`config.mk`:
```
export PLATFORM = sky130hd
export DESIGN_NAME = pwm_timebase
export DESIGN_NICKNAME = d
export VERILOG_FILES = /design/src/rtl/pwm_timebase.sv
export SDC_FILE = /design/constraint.sdc
export NUM_CORES = 1
export LEC_CHECK = 0
export BUFFER_PORTS_ARGS = -buffer_cell sky130_fd_sc_hd__buf_2
export CAP_MARGIN = 20
export CELL_PAD_IN_SITES_DETAIL_PLACEMENT = 0
export CELL_PAD_IN_SITES_GLOBAL_PLACEMENT = 1
export CORE_MARGIN = 8
export CORE_UTILIZATION = 50
export DETAILED_ROUTE_END_ITERATION = 8
export PLACE_DENSITY_LB_ADDON = 0.08
export SKIP_LAST_GASP = 1
export SYNTH_ARGS = -nofsm -noshare
export SYNTH_HDL_FRONTEND = slang
export SYNTH_SLANG_ARGS = --single-unit
```
`constraint.sdc`:
```
create_clock -name clk -period 10.2 [get_ports clk]
set_input_delay 1.02 -clock clk [delete_from_list [all_inputs] [get_ports clk]]
set_output_delay 1.02 -clock clk [all_outputs]
set_load 0.02 [all_outputs]
```
`src/rtl/pwm_timebase.sv`:
```
module pwm_timebase #(
  parameter int CW = 16
) (
  input  logic          clk,
  input  logic          rst,
  input  logic          wr_en,
  input  logic          wr_sel,
  input  logic [15:0]   wr_data,
  output logic [CW-1:0] count,
  output logic          zero_evt,
  output logic          prd_evt
);
  localparam int MAXDIV = 14 * 128;
  localparam int PW     = $clog2(MAXDIV + 1);
  localparam logic [1:0] M_UP = 2'b00, M_DN = 2'b01, M_UD = 2'b10, M_FRZ = 2'b11;

  logic [15:0]   ctrl;
  logic [CW-1:0] prd_act, prd_shd, nxt;
  logic [PW-1:0] pcnt, div_m1;
  logic [3:0]    hs_mul;
  logic          dir_dn, nxt_dn, done, hold, tick;

  wire [1:0] mode = ctrl[1:0];
  wire [1:0] run  = ctrl[15:14];
  wire       ld_now = ctrl[3];

  assign hs_mul = (ctrl[9:7] == 3'd0) ? 4'd1 : {ctrl[9:7], 1'b0};
  assign div_m1 = (PW'(hs_mul) << ctrl[12:10]) - 1'b1;

  always_comb begin
    case (mode)
      M_UP:    done = (count >= prd_act);
      M_DN:    done = (count == '0);
      M_UD:    done = (count == '0) && dir_dn;
      default: done = 1'b1;
    endcase
  end

  assign hold = (mode == M_FRZ) || (run == 2'b00) || (run == 2'b01 && done);
  assign tick = !hold && (pcnt >= div_m1);

  always_comb begin
    nxt    = count;
    nxt_dn = dir_dn;
    case (mode)
      M_UP: begin
        nxt    = (count >= prd_act) ? '0 : count + 1'b1;
        nxt_dn = 1'b0;
      end
      M_DN: begin
        nxt    = (count == '0) ? prd_act : count - 1'b1;
        nxt_dn = 1'b1;
      end
      M_UD: begin
        if (!dir_dn) begin
          if (count >= prd_act) begin
            nxt_dn = 1'b1;
            nxt    = (count == '0) ? '0 : count - 1'b1;
          end else begin
            nxt = count + 1'b1;
          end
        end else if (count == '0) begin
          nxt_dn = 1'b0;
          nxt    = (prd_act == '0) ? '0 : CW'(1);
        end else begin
          nxt = count - 1'b1;
        end
      end
      default: ;
    endcase
  end

  always_ff @(posedge clk) begin
    if (rst || hold || tick) pcnt <= '0;
    else                     pcnt <= pcnt + 1'b1;
  end

  always_ff @(posedge clk) begin
    if (rst) begin
      ctrl     <= '0;
      prd_act  <= '0;
      prd_shd  <= '0;
      count    <= '0;
      dir_dn   <= 1'b0;
      zero_evt <= 1'b0;
      prd_evt  <= 1'b0;
    end else begin
      zero_evt <= tick && (nxt == '0);
      prd_evt  <= tick && (nxt == prd_act);
      if (tick) begin
        count  <= nxt;
        dir_dn <= nxt_dn;
        if (!ld_now && nxt == '0) prd_act <= prd_shd;
      end
      if (wr_en && !wr_sel) ctrl <= wr_data;
      if (wr_en && wr_sel) begin
        prd_shd <= wr_data[CW-1:0];
        if (ld_now) prd_act <= wr_data[CW-1:0];
      end
    end
  end

  p_halt_holds_r8: assert property (@(posedge clk) disable iff (rst)
    (run == 2'b00) |=> $stable(count));

  p_frozen_holds_r6: assert property (@(posedge clk) disable iff (rst)
    (mode == M_FRZ) |=> ($stable(count) && !zero_evt && !prd_evt));

  p_up_step_r3: assert property (@(posedge clk) disable iff (rst)
    (tick && mode == M_UP && count < prd_act) |=> (count == $past(count) + 1'b1));

  p_down_reload_r4: assert property (@(posedge clk) disable iff (rst)
    (tick && mode == M_DN && count == '0) |=> (count == $past(prd_act)));

  p_pulse_single_r11: assert property (@(posedge clk) disable iff (rst)
    (zero_evt && div_m1 != '0 && !(wr_en && !wr_sel)) |=> !zero_evt);

  p_strobe_needs_run_r11: assert property (@(posedge clk) disable iff (rst)
    (zero_evt || prd_evt) |-> $past(!hold));

  p_shadow_copy_r10: assert property (@(posedge clk) disable iff (rst)
    (tick && !ld_now && nxt == '0 && !(wr_en && wr_sel)) |=> (prd_act == $past(prd_shd)));
endmodule

```
Yosys cells after proc, flatten, opt, wreduce, memory -nomap -nowiden
Index checks and enable logic that the tools add are counted.
{"block": "word_totals", "word_cells": 61, "out_inout_bits": 18, "regBits": 78}
{"block": "classes", "n_eq_ne": 5, "reduce_logical": 23, "shift": 1, "addsub": 4, "order_cmp": 2, "muxes": 18}
{"cell": "16-bit 2-to-1 mux", "count": 10}
{"cell": "16-bit zero test", "count": 3}
{"cell": "16-bit case mux with 3 select lines", "count": 1}
{"cell": "16-bit by 1-bit adder with 16-bit output, second input constant", "count": 1}
{"cell": "16-bit equality test", "count": 1}
{"cell": "16-bit >= comparator", "count": 1}
{"cell": "16-bit by 1-bit subtractor with 16-bit output, second input constant", "count": 1}
{"cell": "11-bit by 1-bit adder with 11-bit output, second input constant", "count": 1}
{"cell": "11-bit >= comparator", "count": 1}
{"cell": "4-bit by 3-bit << shifter with 11-bit output", "count": 1}
{"cell": "11-bit by 1-bit subtractor with 11-bit output, second input constant", "count": 1}
{"cell": "1-bit logical AND", "count": 8}
{"cell": "1-bit case mux with 3 select lines", "count": 2}
{"cell": "2-bit by 1-bit equality test with 1-bit output, second input constant", "count": 2}
{"cell": "2-bit equality test, second input constant", "count": 2}
{"cell": "2-bit zero test", "count": 2}
{"cell": "1-bit logical OR", "count": 4}
{"cell": "1-bit 2-to-1 mux", "count": 4}
{"cell": "4-bit 2-to-1 mux", "count": 1}
{"cell": "1-bit zero test", "count": 3}
{"cell": "3-bit zero test", "count": 1}
{"cell": "3-bit nonzero test", "count": 1}
{"cell": "2-bit AND reduction", "count": 1}

Logic depth before layout (Yosys ltp)
Gate-level depths: netlist of the first run.
{"block": "logic_depth", "word_depth": 11, "depth_mapped": 23, "mapped_depth_nobuf": 19}

Least setup slack after synthesis of the first run
No wires, ideal clock.
{"block": "synth_timing", "kind": "reg-to-reg", "start": "reg count[0]", "end": "reg prd_act[10]", "arrival_ns": 4.214, "period_less_slack_ns": 4.338, "path_slack_ns": 5.862, "stages_incl_launch_ff": 18, "cell_sequence": "dfxtp_1 clkbuf_1 inv_1 ha_1 or3b_2 clkbuf_1 or2_2 clkbuf_1 nor4_1 mux2_2 o21ai_0 a32oi_1 or4_4 or4_4 buf_6 buf_8 o21ai_1 a211oi_1"}
{"block": "synth_between", "elab_chain_cells": 11, "elab_cells_between_ends": 23, "cone_classes": "2 x add/sub; 1 x order compare; 12 x mux; 8 x reduce/logical"}
{"item": "from (decl)", "line": "9", "text": "output logic [CW-1:0] count,"}
{"item": "from (signal assigned)", "line": "91", "text": "count <= nxt;"}
{"item": "16-bit by 1-bit subtractor with 16-bit output or 16-bit zero test (tied branches)"}
{"item": "16-bit 2-to-1 mux", "line": "58", "text": "nxt = (count == '0) ? '0 : count - 1'b1;"}
{"item": "16-bit 2-to-1 mux", "line": "56", "text": "if (count >= prd_act) begin"}
{"item": "16-bit 2-to-1 mux", "line": "55", "text": "if (!dir_dn) begin"}
{"item": "16-bit case mux with 3 select lines", "line": "45", "text": "case (mode)"}
{"item": "16-bit zero test", "line": "93", "text": "if (!ld_now && nxt == '0) prd_act <= prd_shd;"}
{"item": "1-bit logical AND", "line": "93"}
{"item": "16-bit 2-to-1 mux", "line": "93"}
{"item": "16-bit 2-to-1 mux *", "line": "90", "text": "if (tick) begin"}
{"item": "16-bit 2-to-1 mux", "line": "98", "text": "if (ld_now) prd_act <= wr_data[CW-1:0];"}
{"item": "16-bit 2-to-1 mux *", "line": "96", "text": "if (wr_en && wr_sel) begin"}
{"item": "to (signal assigned)", "line": "93"}
{"item": "to (signal assigned)", "line": "98"}
{"item": "to (decl)", "line": "18", "text": "logic [CW-1:0] prd_act, prd_shd, nxt;"}
Every way passes the cells marked *; elsewhere a longest branch is shown, timed or not.
A chain may end at the register's enable or synchronous reset.

Worst setup path in the final report of the first run
{"block": "layout_timing", "start": "reg ctrl[10]", "end": "reg prd_act[3]"}
{"block": "layout_between", "elab_chain_cells": 7}
{"item": "from (decl)", "line": "17", "text": "logic [15:0] ctrl;"}
{"item": "from (signal assigned)", "line": "95", "text": "if (wr_en && !wr_sel) ctrl <= wr_data;"}
{"item": "4-bit by 3-bit << shifter with 11-bit output *", "line": "28", "text": "assign div_m1 = (PW'(hs_mul) << ctrl[12:10]) - 1'b1;"}
{"item": "11-bit by 1-bit subtractor with 11-bit output *", "line": "28"}
{"item": "11-bit >= comparator *", "line": "40", "text": "assign tick = !hold && (pcnt >= div_m1);"}
{"item": "1-bit logical AND *", "line": "40"}
{"item": "16-bit 2-to-1 mux *", "line": "90"}
{"item": "16-bit 2-to-1 mux", "line": "98"}
{"item": "16-bit 2-to-1 mux *", "line": "96"}
Marks and branches as above.

==> summary.md, run 1 <==
| Metric | Value |
|---|---|
| Status | finished clean |
| CTS tree | built |
| Clock Pin Slew Worst Setup and Hold Paths | 60 ps |
| Element type at the critical path end | flip-flop |
| WP data required | 10450 ps |
| Fin. Hold Viols | 0 |
| GRT overflow | 0 |
| Flops & latches, synth | 73 |
| Top cell type's share of synthesized area | 24.1% |
| Pwr Density | 126 nW/um^2 |
| Die Width | 126 um |
| Warnings, synthesis | 0 |
| Rows | 40 |
| Syn avg cell area | 7.62 sq um |
| Setup Fix Bufs, Post-CTS | 0 |
| Initial drt markers | 615 |
| Clock skew | 9.21 ps |
| Tot Pwr | 0.000803 W |
| Drt total wl | 18.4 mm |
| DR vias | 6067 |
| Cells after Synth | 795 |
| P_leak | 2.29 nW |
| Setup violators final | 0 |
| # Max-Cap Violations | 0 |
| Final core occ | 53.3% |
| Clk buf depth | 2 |
| Top cells by count, synth | nand2_1, nor2_1, dfxtp_1, a21oi_1, clkbuf_1 |
| Post-Synthesis Cell Area | 6060 sq um |
| H-tree Lvls | 3 |
| DP Wirelength | 13.1 mm |
| Chip Height | 126 um |
| PostCTS Resize Cnt | 0 |
| Initial Util | 50.9% |
| Vias/cell | 6.50 |
| CTS root buffer | clkbuf_16 |
| Leading area contributor after synthesis | dfxtp_1 |
| Switching share of total power | 30.7% |
| Synth cell types | 80 |
| WL per Instance | 19.7 um |
| Clock power frac | 41.1% |
| Clock sink count | 73 |
| Dominant synthesized flop cell | dfxtp_1 |
| Clk_lat worst skew | 340 ps |
| Startpoint types | flip-flop |
| I/O Pins | 38 |
| Slew Limit Fails | 0 |
| Antenna diode count | 0 |
| Nets | 837 |
| Multiplexer area fraction after synthesis | 4.69% |
| Adder-Cell Fraction of Synth Area | 7.43% |
| First-pass GRT wire length | 30.0 mm |
| Synth Area in Compound Gates | 22.7% |
| P_sw | 0.000247 W |
| Core ar. | 11900 sq um |
| Post-synth EDFFs | 0 |
| Hold Buf Count CTS | 0 |
| Syn nets | 851 |
| Tmin final | 5370 ps |
| Largest net degree at the start of global routing | 64 |
| Critical Path AT | 5620 ps |
| Tot GR Track Use | 22.9% |
| Worst slew pin tran | 903 ps |
| DR DRC count | 0 |
| XOR/XNOR Fraction of Synth Area | 6.22% |
| Slew HR | 39.3% |
| Reg power frac | 38.0% |
| RSZ-0062 raised after global routing | no |
| Layout cell share with drive strength beyond 1 | 11.5% |
| # port buffers | 37 |
| Seq/Total Area, Yosys | 24.1% |
| Combinational cell fraction of total power | 20.9% |
| Area Overhead vs Synth | 4.85% |
| Routability congestion estimate | 0.877 |
| Top-count cell post-synth | nand2_1 |
| Vias in the first global route | 5743 |
| DIE AREA | 15900 sq um |
| Pre-antenna DRT Iters | 5 |
| F_max | 0.186 GHz |
| Simple-Gate Fraction of Synth Area | 25.4% |
| Post-synth ARST share | 0% |
| Fin crit share | 52.6% |
| Worst-path maximum fanout | 26 |
| P_int | 0.000556 W |
| Setup CP Type | flip-flop to flip-flop |
| Largest family of logic cells by synthesized area | simple AND/OR/NAND/NOR gates |
| Antenna viol nets, final | 0 |
| Initial antenna violation count | 0 |
| Num CTS Buffers | 9 |
| Peak supply drop | 0.0826 mV |
| Total negative slack | 0 ps |
| HP Class | flip-flop to flip-flop |
| Dominant cells by area after synthesis | dfxtp_1, ha_1, nand2_1 |
## cell type report
type / count / area (sq um)
repair buffers: 42 / 223
inverters: 36 / 135
clock buffers: 11 / 253
flip-flops and latches: 73 / 1460
multi-input cells: 619 / 4030
well taps: 147 / 184
clock inverters: 5 / 62.6
fillers: 1156 / 5560
## routing by layer
layer | wire length, um | part of all wire, % | global-route usage, %
met5 | 0 | 0 | 0
met4 | 487 | 2.6 | 10.6
met3 | 1340 | 7.3 | 3.92
met2 | 8270 | 45 | 35.6
met1 | 8290 | 45 | 30.1
## cell families after synthesis
| kind of cell | count (synthesis) |
|---|---|
| adder cells (fa/ha/maj) | 36 |
| flip-flops | 73 |
| multiplexers | 27 |
| XOR/XNOR | 43 |
| AND/OR/NAND/NOR | 309 |
| buffers and inverters | 103 |
| AO/OA/AOI/OAI | 204 |
## placed cells by master (no fill, tap or decap), types with 6 or more instances in the layout
cell,n
a211oi_1,25
xor2_1,14
nand4_1,13
nor2_1,77
nand2b_1,10
buf_2,37
nor3_1,19
o21ai_0,25
and3_1,6
nand2_1,95
clkbuf_16,9
nor4_1,21
a21oi_1,52
o21ai_1,16
o21a_1,6
nand3_1,27
a41oi_1,16
ha_1,36
dfxtp_1,73
mux2i_1,19
mux2_2,7
inv_1,36
xnor2_1,29
o22ai_1,7
## sequential cells by signal (all words and copies together) (netlist names)
signal    count
prd_shd      16
prd_act      16
count        16
ctrl         11
pcnt         11
zero_evt      1
prd_evt       1
dir_dn        1
## worst paths after layout
kind / end / slack (ps) / start / cells after the start
max: prd_act[3] / 4830 / ctrl[10] / 17
min: prd_shd[1] / 460 / prd_shd[1] / 2
max reg2reg: prd_act[3] / 4830 / ctrl[10] / 17
min reg2reg: prd_shd[1] / 460 / prd_shd[1] / 2
## critical path: stages (launching register included)
cell	delay [ps]
dfxtp_1	790
nor2_1	70
o21ai_0	320
ha_1	250
o211ai_1	150
nor4_1	590
a31oi_1	160
a41oi_1	200
ha_1	220
a2111o_1	140
o2111ai_1	110
o21ai_0	200
nor2b_2	170
buf_4	320
nand3_1	230
nor4_4	840
a41oi_1	260
a211oi_1	270
## power groups by stage
| stage | Clock (W) | Sequential, W | Combinational [W] |
|---|---|---|---|
| 2_1_floorplan | 0 | 0.000304 | 0.000132 |
| 6_report | 0.000330 | 0.000305 | 0.000168 |
| 3_3_place_gp | 0 | 0.000311 | 0.000161 |
| 5_1_grt | 0.000346 | 0.000306 | 0.000183 |
| 3_5_place_dp | 0 | 0.000311 | 0.000162 |
| 4_1_cts | 0.000334 | 0.000305 | 0.000163 |
## stage by stage
stage	setup slack, ps	area, sq um	std cells	hold slack [ps]
final	4830	6350	933	456
after global routing	4280	6350	933	475
after CTS	4950	6340	932	458
after detailed placement	4960	6030	916	450
after global placement	5230	6030	916	441
after floorplan	5860	6060	795	432
Note: power is estimated with default switching activity, not from simulation.
==> inputs of run 2 (changes only) <==
- CORE_UTILIZATION: 50 -> 42
- clock period: 10.2 -> 4.9 ns (I/O delays scaled with it)
==> summary.md, run 2 (synthesis results as in run 1) <==
| Metric | Value |
|---|---|
| RR Endpoint | prd_act[7] |
| Register area | 1460 sq um |
| Hold depth | 3 |
| Fill cells | 1494 |
| H-tree Lvls | 3 |
| Worst slew pin tran | 906 ps |
| Antenna diode count | 0 |
| Initial drt markers | 488 |
| Initial Util | 42.3% |
| Total negative slack | 0 ps |
| Element type at the critical path end | flip-flop |
| Largest registers | count (16), prd_act (16), prd_shd (16) |
| Pre-antenna DRT Iters | 5 |
| Pwr Density | 254 nW/um^2 |
| Peak supply drop | 0.227 mV |
| Largest net degree at the start of global routing | 42 |
| # Max-Cap Violations | 0 |
| DR DRC count | 0 |
| Clock sink count | 73 |
| Routability congestion estimate | 0.907 |
| Num CTS Buffers | 9 |
| DIE AREA | 18500 sq um |
| Fin crit share | 90.9% |
| Setup violators final | 0 |
| Drt total wl | 20.0 mm |
| Clock skew | 9.10 ps |
| DR vias | 6019 |
| Most frequent cells in the layout | nand2_1, nor2_1, dfxtp_1 |
| Core ar. | 14300 sq um |
| Clock Pin Slew Worst Setup and Hold Paths | 60 ps |
| CTS tree | built |
| Worst Hold End | prd_shd[13] |
| Initial antenna violation count | 0 |
| WL per Instance | 20.0 um |
| Tot GR Track Use | 21.8% |
| Worst hold start | wr_data[13] |
| # port buffers | 37 |
| Rows | 44 |
| Worst R2R Start | ctrl[7] |
| Die Width | 136 um |
| CTS root buffer | clkbuf_16 |
| GRT overflow | 0 |
| Antenna viol nets, final | 0 |
| Vias in the first global route | 5771 |
| Startpoint types | flip-flop |
| Register-to-register setup slack | 450 ps |
| Status | finished clean |
| First-pass GRT wire length | 31.9 mm |
| Chip Height | 136 um |
| Vias/cell | 6.00 |
| Slew HR | 39.5% |
| R2R cell count | 17 |
| Leading cell type in the layout, fill and taps excluded | nand2_1 |
| Setup CP Type | flip-flop to flip-flop |
| DP Wirelength | 14.9 mm |
| Worst-path maximum fanout | 17 |
| Clk_lat worst skew | 340 ps |
| Area Overhead vs Synth | 9.77% |
| Critical Path AT | 4660 ps |
| HP Class | input pin to flip-flop |
| Multi-input logic area | 4040 sq um |
| WP data required | 5110 ps |
| I/O Pins | 38 |
| Clk buf depth | 2 |
| Layout cell share with drive strength beyond 1 | 15.1% |
| P_leak | 2.47 nW |
| Crit path launch | ctrl[7] |
| Tmin final | 4450 ps |
| Tot Pwr | 0.00169 W |
| Fin. Hold Viols | 0 |
| Nets | 871 |
| RSZ-0062 raised after global routing | no |
| Slew Limit Fails | 0 |
| F_max | 0.224 GHz |
run 2: cell count changes in the layout (fill, tap and decap cells not counted):
cell | previous run | this run
a2111oi_0 | 1 | 2
a2111oi_1 | 1 | 0
buf_4 | 5 | 39
clkbuf_1 | 0 | 1
clkbuf_8 | 2 | 1
clkinv_4 | 1 | 2
clkinvlp_4 | 2 | 1
nor4_1 | 21 | 20
nor4_2 | 0 | 1
run 2: worst max-delay path, cell delays in order, from the launching register on:
cell	delay, ps
dfxtp_1	460
or4_1	590
or3_1	370
ha_1	230
o211ai_1	170
nor4_2	130
nand2_1	90
a32oi_1	110
ha_1	330
o21ai_0	90
nand2_1	70
o2111ai_1	120
o21ai_0	210
nor2b_2	210
nand3_1	160
or4_4	700
o21ai_1	200
a211oi_1	100
run 2: per-stage QoR:
stage          setup slack (ps)  util, %  cells  cell area (sq um)  hold slack [ps]
3_3_place_gp                511     44.3    988               6340              446
5_1_grt                    30.3     46.5   1004               6650              405
2_1_floorplan               562        -    795               6060              432
4_1_cts                     360     46.4   1004               6640              383
6_report                    446     46.5   1004               6650              394
3_5_place_dp                365     44.3    988               6340              448
run 2: worst max path at each step:
| stage | to | cells after the start |
|---|---|---|
| CTS | prd_act[7] | 18 |
| detailed placement | prd_act[7] | 18 |
| finish | prd_act[7] | 17 |
| global placement | prd_act[3] | 18 |
| global route | prd_act[12] | 18 |
| floorplan | prd_act[10] | 17 |
run 2: repair_timing:
item	in CTS	in global routing
setup endpoints to repair	0	16
hold buffers	0	0
resized for setup	0	1
hold endpoints to repair	0	0
buffers inserted	0	0
run 2: power by group:
group / internal (W) / switching, W
clock network: 0.000412 / 0.000270
logic: 0.000137 / 0.000242
registers: 0.000609 / 0.0000190
run 2: area by class of cell:
cell class,instances,share of cell area (%)
Multi-Input combinational cell,619,60.7
Sequential cell,73,22.0
Timing Repair Buffer,76,7.19
Clock buffer,11,3.65
Tap cell,184,3.46
Inverter,36,2.03
Clock inverter,5,0.960
run 2: metal layers:
layer,GRT usage (%),up-vias,share of wire [%]
li1,-,2936,-
met1,28.4,2838,45
met2,35.0,218,47
met3,4.14,27,6.2
met4,8.24,0,2.0
met5,0,-,0
==> inputs of run 3 (changes only) <==
- CELL_PAD_IN_SITES_DETAIL_PLACEMENT: 0 -> 2
- CELL_PAD_IN_SITES_GLOBAL_PLACEMENT: 1 -> 2
- CORE_UTILIZATION: 42 -> 33
==> summary.md, run 3 (synthesis results as in run 1) <==
| Metric | Value |
|---|---|
| Status | finished clean |
| Num CTS Buffers | 9 |
| Cells along the critical path | or4_1 > or3_1 > ha_1 > o211ai_1 > nor4_2 > nand2_1 > a32oi_1 > ha_1 > o21ai_0 > nand2_1 > o2111ai_1 > o21ai_0 > nor2b_2 > nand3_1 > or4_4 > o21ai_1 > a211oi_1 |
| Startpoint types | flip-flop |
| Slew Limit Fails | 0 |
| Slew HR | 41.3% |
| Chip Height | 151 um |
| Multi-input logic area | 4040 sq um |
| Pwr Density | 270 nW/um^2 |
| HP Class | input pin to flip-flop |
| Die Width | 151 um |
| Vias/cell | 5.85 |
| Combinational cell fraction of total power | 21.5% |
| Core ar. | 18000 sq um |
| Clock sink count | 73 |
| P_sw | 0.000570 W |
| Register area | 1460 sq um |
| Critical path's top delay family | simple AND/OR/NAND/NOR gates |
| Clock skew | 14.5 ps |
| Largest registers | count (16), prd_act (16), prd_shd (16) |
| P_int | 0.00125 W |
| DR vias | 6133 |
| # port buffers | 37 |
| Tot Pwr | 0.00182 W |
| Nets | 870 |
| RSZ-0062 raised after global routing | no |
| Pre-antenna DRT Iters | 4 |
| WL per Instance | 22.7 um |
| Initial drt markers | 292 |
| Worst-path maximum fanout | 17 |
| I/O Pins | 38 |
| Drt total wl | 23.8 mm |
| Critical path's largest stage delay | 710 ps |
| F_max | 0.219 GHz |
| Fin crit share | 93.2% |
| Fill cells | 2094 |
| Element type at the critical path end | flip-flop |
| Tmin final | 4570 ps |
| H-tree Lvls | 3 |
| GRT overflow | 0 |
| Clk buf depth | 2 |
| CP max stage cell | or4_4 |
| Total negative slack | 0 ps |
| Clock Pin Slew Worst Setup and Hold Paths | 70 ps |
| DP Wirelength | 18.0 mm |
| DIE AREA | 23000 sq um |
| Layout cell share with drive strength beyond 1 | 15.3% |
| Worst slew pin tran | 879 ps |
| Area Overhead vs Synth | 11.3% |
| Setup violators final | 0 |
| Vias in the first global route | 6619 |
| Fin. Hold Viols | 0 |
| Critical Path AT | 4770 ps |
| Initial Util | 33.7% |
| WP data required | 5100 ps |
| Dpl ws | 180 ps |
| Crit path buffers/inverters | 0 |
| CTS root buffer | clkbuf_16 |
| Routability congestion estimate | 0.853 |
| Clk_lat worst skew | 350 ps |
| P_leak | 2.49 nW |
| First-pass GRT wire length | 37.9 mm |
| Rows | 49 |
| Clock power frac | 43.9% |
| Initial antenna violation count | 0 |
| Antenna viol nets, final | 0 |
| Peak supply drop | 0.157 mV |
| Tot GR Track Use | 21.2% |
| Antenna diode count | 0 |
| Worst setup margin | 333 ps |
| Largest net degree at the start of global routing | 44 |
| Setup CP Type | flip-flop to flip-flop |
| Switching share of total power | 31.3% |
| Register-to-register setup slack | 330 ps |
| CTS tree | built |
| # Max-Cap Violations | 0 |
| Setup Fix Bufs, Post-CTS | 0 |
| DR DRC count | 0 |
| Reg power frac | 34.5% |
| Leading cell type in the layout, fill and taps excluded | nand2_1 |
| Most frequent cells in the layout | nand2_1, nor2_1, dfxtp_1 |
-- run 3: cell type report --
cell class	count	area share [%]
inverters	36	2.00
well taps	229	4.25
clock buffers	9	3.34
repair buffers	75	6.97
flip-flops and latches	73	21.7
clock inverters	7	1.87
multi-input cells	619	59.9
-- run 3: timing repair --
item,in CTS,in global routing
hold buffers,0,0
setup endpoints to repair,0,16
resized for setup,0,2
hold endpoints to repair,0,0
-- run 3: metal layers --
layer	up-vias	global-route usage, %	routed length, um
li1	2916	-	-
met1	3058	27.9	11200
met2	120	35.2	11200
met3	39	2.79	812
met4	0	7.25	567
met5	-	0	0
-- run 3: power groups by stage --
| stage | Sequential [W] | Combinational (W) | Clock (W) |
|---|---|---|---|
| finish | 0.000628 | 0.000392 | 0.000799 |
| global route | 0.000631 | 0.000427 | 0.000839 |
| CTS | 0.000628 | 0.000392 | 0.000818 |
| detailed placement | 0.000642 | 0.000389 | 0 |
| global placement | 0.000641 | 0.000376 | 0 |
| floorplan | 0.000632 | 0.000275 | 0 |
-- run 3: per-stage QoR --
step | std cells | area (sq um) | util [%] | hold WS [ps]
after global routing | 1048 | 6750 | 37.5 | 403
after detailed placement | 1032 | 6390 | 35.6 | 459
after floorplan | 795 | 6060 | - | 432
after global placement | 1032 | 6390 | 35.6 | 445
after CTS | 1048 | 6740 | 37.5 | 384
final | 1048 | 6750 | 37.5 | 393
-- run 3: final timing paths --
check                   from          end  depth (start not counted)
hold / removal    wr_data[4]   prd_shd[4]                          3
setup / recovery     ctrl[7]  prd_act[11]                         17
setup reg to reg     ctrl[7]  prd_act[11]                         17
hold reg to reg     ctrl[14]     ctrl[14]                          2
-- run 3: worst min-delay path: cells and delay by family --
kind	cells	cell delay, ps
AOI/OAI and AO/OA	1	50
and+or+nand+nor	1	50
buffers and inverters	1	110
